**config.mk**
```make
export PLATFORM = sky130hd
export DESIGN_NAME = frame_align_lock
export DESIGN_NICKNAME = d
export VERILOG_FILES = /design/src/rtl/frame_align_pkg.sv /design/src/rtl/fa_edge_tracker.sv /design/src/rtl/fa_lock_ctrl.sv /design/src/rtl/fa_word_assembler.sv /design/src/rtl/frame_align_lock.sv
export SDC_FILE = /design/constraint.sdc
export NUM_CORES = 1
export LEC_CHECK = 0
export BUFFER_PORTS_ARGS = -buffer_cell sky130_fd_sc_hd__buf_2
export CORE_UTILIZATION = 55
export CTS_CLUSTER_DIAMETER = 50
export DETAILED_ROUTE_END_ITERATION = 8
export PLACE_DENSITY = 0.72
export SYNTH_ARGS = -nofsm -noshare
export SYNTH_HDL_FRONTEND = slang
export SYNTH_SLANG_ARGS = --single-unit
```
**constraint.sdc**
```tcl
create_clock -name clk -period 3.1 [get_ports clk]
set_clock_uncertainty 0.1 [all_clocks]
set_input_delay 0.62 -clock clk [delete_from_list [all_inputs] [get_ports clk]]
set_output_delay 0.62 -clock clk [all_outputs]
set_load 0.02 [all_outputs]
```
**src/rtl/frame_align_pkg.sv**
```systemverilog
package frame_align_pkg;

   // Start bit and stop bit added to each payload word.
   localparam int unsigned FRAMING_BITS = 2;

   typedef enum logic {
      ALN_HUNT = 1'b0,
      ALN_LOCK = 1'b1
   } aln_state_t;

   // Offset that comes one step before 'idx' in a frame of 'width' bits.
   function automatic int unsigned prior_offset(input int unsigned idx,
                                                input int unsigned width);
      return (idx == 0) ? (width - 1) : (idx - 1);
   endfunction

endpackage

```
**src/rtl/fa_edge_tracker.sv**
```systemverilog
module fa_edge_tracker #(
   parameter int unsigned FRAME_W     = 20,
   parameter int unsigned LOCK_FRAMES = 4,
   localparam int unsigned PH_W       = $clog2(FRAME_W),
   localparam int unsigned CNT_W      = $clog2(LOCK_FRAMES + 1)
) (
   input  logic               clk,
   input  logic               rst_n,
   input  logic               clr,
   input  logic               ser_bit,
   output logic [PH_W-1:0]    ph,
   output logic               edge_now,
   output logic [FRAME_W-1:0] sat_vec,
   output logic [FRAME_W-1:0] rep_vec
);

   localparam logic [PH_W-1:0]  PH_LAST = PH_W'(FRAME_W - 1);
   localparam logic [CNT_W-1:0] CNT_TOP = CNT_W'(LOCK_FRAMES);
   localparam logic [CNT_W-1:0] CNT_REP = CNT_W'(2);

   logic [PH_W-1:0] ph_q;
   logic            prev_q;

   // Free-running bit offset within an assumed 20-bit frame.
   always_ff @(posedge clk or negedge rst_n) begin
      if (!rst_n) begin
         ph_q   <= '0;
         prev_q <= 1'b0;
      end else if (clr) begin
         ph_q   <= '0;
         prev_q <= 1'b0;
      end else begin
         ph_q   <= (ph_q == PH_LAST) ? '0 : ph_q + PH_W'(1);
         prev_q <= ser_bit;
      end
   end

   assign ph       = ph_q;
   assign edge_now = ser_bit & ~prev_q;

   // One consistency counter for every offset.
   for (genvar g = 0; g < FRAME_W; g++) begin : g_off
      logic [CNT_W-1:0] run_q;
      logic             my_turn;

      assign my_turn = (ph_q == PH_W'(g));

      always_ff @(posedge clk or negedge rst_n) begin
         if (!rst_n) begin
            run_q <= '0;
         end else if (clr) begin
            run_q <= '0;
         end else if (my_turn) begin
            if (!edge_now)
               run_q <= '0;
            else if (run_q != CNT_TOP)
               run_q <= run_q + CNT_W'(1);
         end
      end

      assign sat_vec[g] = (run_q == CNT_TOP);
      assign rep_vec[g] = (run_q >= CNT_REP);
   end

endmodule

```
**src/rtl/fa_lock_ctrl.sv**
```systemverilog
module fa_lock_ctrl
   import frame_align_pkg::*;
#(
   parameter int unsigned FRAME_W    = 20,
   parameter int unsigned MISS_LIMIT = 2,
   localparam int unsigned PH_W      = $clog2(FRAME_W),
   localparam int unsigned MISS_W    = $clog2(MISS_LIMIT + 1)
) (
   input  logic               clk,
   input  logic               rst_n,
   input  logic               clr,
   input  logic [PH_W-1:0]    ph,
   input  logic               edge_now,
   input  logic [FRAME_W-1:0] sat_vec,
   input  logic [FRAME_W-1:0] rep_vec,
   output logic               locked,
   output logic [PH_W-1:0]    lock_off,
   output logic               lost_pulse,
   output logic               drop_now
);

   localparam logic [PH_W-1:0]    PH_LAST   = PH_W'(FRAME_W - 1);
   localparam logic [MISS_W-1:0]  MISS_LAST = MISS_W'(MISS_LIMIT - 1);
   localparam logic [FRAME_W-1:0] VEC_ONE   = FRAME_W'(1);

   aln_state_t        st_q;
   logic [PH_W-1:0]   off_q;
   logic [MISS_W-1:0] miss_q;
   logic              lost_q;

   logic              one_sat;
   logic              no_rival;
   logic              can_lock;
   logic [PH_W-1:0]   sat_idx;
   logic              at_boundary;

   // Exactly one saturated offset, and no other offset repeating.
   assign one_sat  = (sat_vec != '0) && ((sat_vec & (sat_vec - VEC_ONE)) == '0);
   assign no_rival = ((rep_vec & ~sat_vec) == '0);
   assign can_lock = one_sat && no_rival && (ph == PH_LAST);

   always_comb begin
      sat_idx = '0;
      for (int i = 0; i < FRAME_W; i++) begin
         if (sat_vec[i]) sat_idx = PH_W'(i);
      end
   end

   assign at_boundary = (st_q == ALN_LOCK) && (ph == off_q);
   assign drop_now    = at_boundary && !edge_now && (miss_q == MISS_LAST);

   always_ff @(posedge clk or negedge rst_n) begin
      if (!rst_n) begin
         st_q   <= ALN_HUNT;
         off_q  <= '0;
         miss_q <= '0;
         lost_q <= 1'b0;
      end else if (clr) begin
         st_q   <= ALN_HUNT;
         off_q  <= '0;
         miss_q <= '0;
         lost_q <= 1'b0;
      end else begin
         lost_q <= 1'b0;
         unique case (st_q)
            ALN_HUNT: begin
               if (can_lock) begin
                  st_q   <= ALN_LOCK;
                  off_q  <= sat_idx;
                  miss_q <= '0;
               end
            end
            ALN_LOCK: begin
               if (at_boundary) begin
                  if (edge_now) begin
                     miss_q <= '0;
                  end else if (drop_now) begin
                     st_q   <= ALN_HUNT;
                     miss_q <= '0;
                     lost_q <= 1'b1;
                  end else begin
                     miss_q <= miss_q + MISS_W'(1);
                  end
               end
            end
            default: st_q <= ALN_HUNT;
         endcase
      end
   end

   assign locked     = (st_q == ALN_LOCK);
   assign lock_off   = off_q;
   assign lost_pulse = lost_q;

endmodule

```
**src/rtl/fa_word_assembler.sv**
```systemverilog
module fa_word_assembler
   import frame_align_pkg::*;
#(
   parameter int unsigned DATA_W    = 18,
   parameter bit          LSB_FIRST = 1'b1,
   localparam int unsigned FRAME_W  = DATA_W + FRAMING_BITS,
   localparam int unsigned PH_W     = $clog2(FRAME_W)
) (
   input  logic              clk,
   input  logic              rst_n,
   input  logic              clr,
   input  logic              ser_bit,
   input  logic [PH_W-1:0]   ph,
   input  logic [PH_W-1:0]   lock_off,
   input  logic              locked,
   output logic [DATA_W-1:0] word,
   output logic              word_stb
);

   logic [DATA_W-1:0] sh_q;
   logic [DATA_W-1:0] sh_d;
   logic [DATA_W-1:0] word_q;
   logic              stb_q;
   logic [PH_W-1:0]   stop_ph;

   // The stop bit sits one offset before the locked start bit.
   assign stop_ph = PH_W'(prior_offset(int'(lock_off), FRAME_W));

   if (LSB_FIRST) begin : g_lsb
      assign sh_d = {ser_bit, sh_q[DATA_W-1:1]};
   end else begin : g_msb
      assign sh_d = {sh_q[DATA_W-2:0], ser_bit};
   end

   always_ff @(posedge clk or negedge rst_n) begin
      if (!rst_n) begin
         sh_q   <= '0;
         word_q <= '0;
         stb_q  <= 1'b0;
      end else if (clr) begin
         sh_q   <= '0;
         word_q <= '0;
         stb_q  <= 1'b0;
      end else begin
         sh_q  <= sh_d;
         stb_q <= 1'b0;
         if (locked && (ph == stop_ph)) begin
            word_q <= sh_q;
            stb_q  <= 1'b1;
         end
      end
   end

   assign word     = word_q;
   assign word_stb = stb_q;

endmodule

```
**src/rtl/frame_align_lock.sv**
```systemverilog
module frame_align_lock
   import frame_align_pkg::*;
#(
   parameter int unsigned DATA_W      = 18,
   parameter int unsigned LOCK_FRAMES = 4,
   parameter int unsigned MISS_LIMIT  = 2,
   parameter bit          LSB_FIRST   = 1'b1
) (
   input  logic              clk,
   input  logic              rst_n,
   input  logic              rx_pwr_n,
   input  logic              rx_en,
   input  logic              ser_bit,
   output logic [DATA_W-1:0] word_o,
   output logic              word_stb,
   output logic              lock_n,
   output logic              lock_lost
);

   localparam int unsigned FRAME_W = DATA_W + FRAMING_BITS;
   localparam int unsigned PH_W    = $clog2(FRAME_W);

   if (DATA_W < 2) begin : g_chk_width
      $error("DATA_W must be at least 2");
   end
   if (LOCK_FRAMES < 3) begin : g_chk_lock
      $error("LOCK_FRAMES must be at least 3");
   end
   if (MISS_LIMIT < 1) begin : g_chk_miss
      $error("MISS_LIMIT must be at least 1");
   end

   logic               hold_clr;
   logic               drop_now;
   logic               trk_clr;
   logic [PH_W-1:0]    ph;
   logic               edge_now;
   logic [FRAME_W-1:0] sat_vec;
   logic [FRAME_W-1:0] rep_vec;
   logic               locked;
   logic [PH_W-1:0]    lock_off;
   logic               lost_pulse;
   logic [DATA_W-1:0]  word_raw;
   logic               stb_raw;
   logic               out_on;

   assign hold_clr = !rx_pwr_n;
   assign trk_clr  = hold_clr | drop_now;

   fa_edge_tracker #(
      .FRAME_W    (FRAME_W),
      .LOCK_FRAMES(LOCK_FRAMES)
   ) trk_i (
      .clk     (clk),
      .rst_n   (rst_n),
      .clr     (trk_clr),
      .ser_bit (ser_bit),
      .ph      (ph),
      .edge_now(edge_now),
      .sat_vec (sat_vec),
      .rep_vec (rep_vec)
   );

   fa_lock_ctrl #(
      .FRAME_W   (FRAME_W),
      .MISS_LIMIT(MISS_LIMIT)
   ) ctl_i (
      .clk       (clk),
      .rst_n     (rst_n),
      .clr       (hold_clr),
      .ph        (ph),
      .edge_now  (edge_now),
      .sat_vec   (sat_vec),
      .rep_vec   (rep_vec),
      .locked    (locked),
      .lock_off  (lock_off),
      .lost_pulse(lost_pulse),
      .drop_now  (drop_now)
   );

   fa_word_assembler #(
      .DATA_W   (DATA_W),
      .LSB_FIRST(LSB_FIRST)
   ) asm_i (
      .clk     (clk),
      .rst_n   (rst_n),
      .clr     (hold_clr),
      .ser_bit (ser_bit),
      .ph      (ph),
      .lock_off(lock_off),
      .locked  (locked),
      .word    (word_raw),
      .word_stb(stb_raw)
   );

   assign out_on    = rx_en & rx_pwr_n;
   assign word_o    = out_on ? word_raw : '0;
   assign word_stb  = out_on & stb_raw;
   assign lock_n    = ~(locked & rx_pwr_n);
   assign lock_lost = lost_pulse & rx_pwr_n;

endmodule

```
==> reports/qor.csv <==
stage;metric;value;unit
die;io-pin-count;26;
setup_path;slowest_delay;0.48;ns
global_routing;grt_pass1_vias;5241;
drt;antenna_left;0;
timing;finalSetupTns;0;ns
clock_network;path_clk_slew;0.08;ns
cells_and_area;antenna_cells;0;
setup_path;cp_data_required_time;3.30;ns
setup_path;cpMostUsedCell;a21oi_1;
clock_network;clockBufferDepth;2;
pwr;power.share.clock;0.436;
synth;synth_cells;763;
synth;syn_nets;830;
timing;fin_crit;2.95;ns
synth;yosysWarnings;0;
global_routing;busiest_layer;met2;
synth;ys_types;50;
setup_path;arrival;3.15;ns
cells_and_area;layout-drive-gt1-share;0.103;
cells_and_area;finalNonFillerCells;935;
drt;drtPass1Iterations;6;
global_routing;grt_util_all_layers;0.258;
synth;synth-edff-count;0;
clock_network;cts.hold.buffers_added;0;
timing;final_hold_viol_count;0;
clock_network;clock-sinks;112;
global_routing;antenna_found_initial;0;
drt;routed_wl;15200;microns
pwr;internal_power;2180;uW
cells_and_area;multi_input_area;0.00362;sq mm
global_routing;grt_overflow;0;
pwr;pwr-share-comb;0.063;
drt;wl_per_cell;16.2;microns
global_routing;use_met1;0.335;
setup_path;cp_top_family;compound AO/OA/AOI/OAI gates;
outcome;status;completed;
pwr;power_density;397;mW/mm^2
flow_run;drv_cap;0;
global_routing;met3_usage;0.0686;
global_routing;grt_pass1_wl;25400;microns
pwr;p_switching;770;uW
cells_and_area;fillers;1012;
timing;finalCritPeriodShare;0.951;
clock_network;clockRootBuffer;clkbuf_16;
clock_network;cts_tree;done;
timing;fmax;339;MHz
die;die-area;0.0127;sq mm
synth;syn_avg_cell_area;8.85;sq um
timing;rsz0062_at_grt;false;
setup_path;path_class;flop to flop;
pwr;leakage;0.00358;uW
placed_design;dp.cells;919;
synth;synth_seq_cells;112;
setup_path;cp_max_fo;12;
drt;drt_first_iter_violations;393;
hold_path;hold_class;input port to asynchronous set/reset pin;
timing;slew_viol_final;0;
timing;slew_headroom;0.571;
setup_path;cp.buffers_inverters;1;
clock_network;clk_latency;0.37;ns
setup_path;crit_slowest_cell;a222oi_1;
synth;synthFlopType;dfrtp_1;
die;start_util;0.562;
setup_path;critPathLaunchType;flop;
placed_design;globalplace.congestion;0.952;
clock_network;cts_max_level;3;
pwr;seq_power_share;0.502;
clock_network;cts_buffers;9;
timing;worst_pin_slew;0.643;ns
global_routing;grt_max_degree;62;
global_routing;met2_usage;0.409;
placed_design;hpwlAfterDp;10700;microns
setup_path;path_cells;inv_1 -> ha_1 -> a222oi_1 -> nand4_1 -> a21oi_1 -> o2111ai_1 -> mux2i_2 -> nand4_4 -> a211o_1 -> a21oi_1;
placed_design;numPortBuffers;25;
die;die_h;113;microns
setup_path;crit_path_end_kind;flop;
synth;synthArstFlopShare;1.00;
die;num_rows;40;
cells_and_area;nets;850;
pwr;switching_share;0.261;
timing;final-setup-viol-count;0;
drt;vias;5469;
die;die_w;113;microns
synth;synth_seq_area_share;0.415;
drt;drc;0;
drt;avgViaCountPerCell;5.85;
cells_and_area;area_growth_syn_to_layout;10.2;%
cells_and_area;utilization;0.619;
cells_and_area;seqCellArea;0.00280;sq mm
die;coreArea;0.0120;sq mm
pwr;peakVddDrop;0.296;mV
synth;synthesis.area;0.00675;sq mm
per-layer routing:
layer  wire length (microns)  part of all wire
met5                       0                 0
met3                     855             0.056
met1                    6810              0.45
met4                     373             0.025
met2                    7120              0.47
cells in the final DEF, fill, tap and decap left out, types with 3 or more instances in the layout:
master	instances
dfrtp_1	112
nor2_1	105
a21oi_1	75
nand2_1	65
ha_1	62
inv_1	54
o21ai_0	30
and2_1	25
nor3_1	25
buf_2	24
and3_1	23
mux2i_1	20
o211ai_1	17
buf_4	15
nand3_1	12
or4b_2	10
nor2b_1	9
o31ai_1	9
or4_1	9
clkbuf_16	9
xor2_1	8
o2111ai_1	8
nand4_1	6
a31oi_1	4
or3_1	3
a211oi_1	3
buf_12	3
registers in the layout (all words and copies together), names as in the netlist:
| register | flops |
|---|---|
| asm_i.sh_q | 18 |
| asm_i.word | 18 |
| asm_i.word_stb | 1 |
| ctl_i.lock_off | 5 |
| ctl_i.locked | 1 |
| ctl_i.lost_pulse | 1 |
| ctl_i.miss_q | 2 |
| trk_i.g_off.run_q | 60 |
| trk_i.ph | 5 |
| trk_i.prev_q | 1 |
kinds of logic (layout without fill, tap and decap cells):
logic type	after synthesis	after routing	synth area share
multiplexers	23	23	0.0345
XOR/XNOR	10	10	0.0130
buffers and inverters	88	113	0.0532
flip-flops	112	112	0.415
AND/OR/NAND/NOR	306	306	0.225
adder cells (fa/ha/maj)	63	63	0.116
AO/OA/AOI/OAI	161	161	0.143
layout make-up:
class,instances,area share
clock buffer,9,0.0303
clock inverter,7,0.0148
inverter,55,0.0277
multi-input combinational,563,0.486
sequential,112,0.377
tap,147,0.0247
timing repair buffer,42,0.0394
path summary, 6_finish.rpt:
check / start / to / slack [ns] / depth (start not counted)
setup / recovery: trk_i.g_off[5].run_q[0] / ctl_i.lock_off[2] / 0.15 / 10
setup reg to reg: trk_i.g_off[5].run_q[0] / ctl_i.lock_off[2] / 0.15 / 10
min in group clk: asm_i.sh_q[3] / asm_i.sh_q[2] / 0.38 / 1
max in group asynchronous: rst_n / asm_i.word[3] / 2.12 / 2
hold reg to reg: asm_i.sh_q[3] / asm_i.sh_q[2] / 0.38 / 1
hold / removal: rst_n / trk_i.g_off[15].run_q[2] / 0.11 / 1
per-stage QoR:
stage               setup slack [ns]  hold WS, ns  total power [uW]  cell area, sq um
floorplan                      0.509        0.224              1610              6750
global route                  0.0473        0.134              3050              7440
detailed placement            0.0579        0.370              1700              7080
CTS                           0.0220        0.129              2980              7420
global placement              0.0587        0.361              1690              7080
finish                         0.152        0.113              2950              7440
cells in the mapped netlist, drive strengths merged (20+ instances only):
master	n	area, sq um
nand2	65	244
and2	25	156
mux2i	21	210
and3	23	144
inv	54	203
o21ai	30	150
clkbuf	20	75.1
nor3	27	145
ha	62	776
a21oi	76	384
dfrtp	112	2800
nor2	106	405
power groups by stage:
stage	clock network, uW	logic [uW]	registers (uW)
final	1290	185	1480
after detailed placement	0	186	1510
after global routing	1360	208	1480
after CTS	1310	188	1480
after floorplan	0	102	1510
after global placement	0	182	1510
what timing repair did:
item                       in CTS  in global routing
setup endpoints to repair       0                  6
resized for setup               0                  4
buffers inserted                0                  0
No activity file was read; power rests on OpenSTA's default activity.
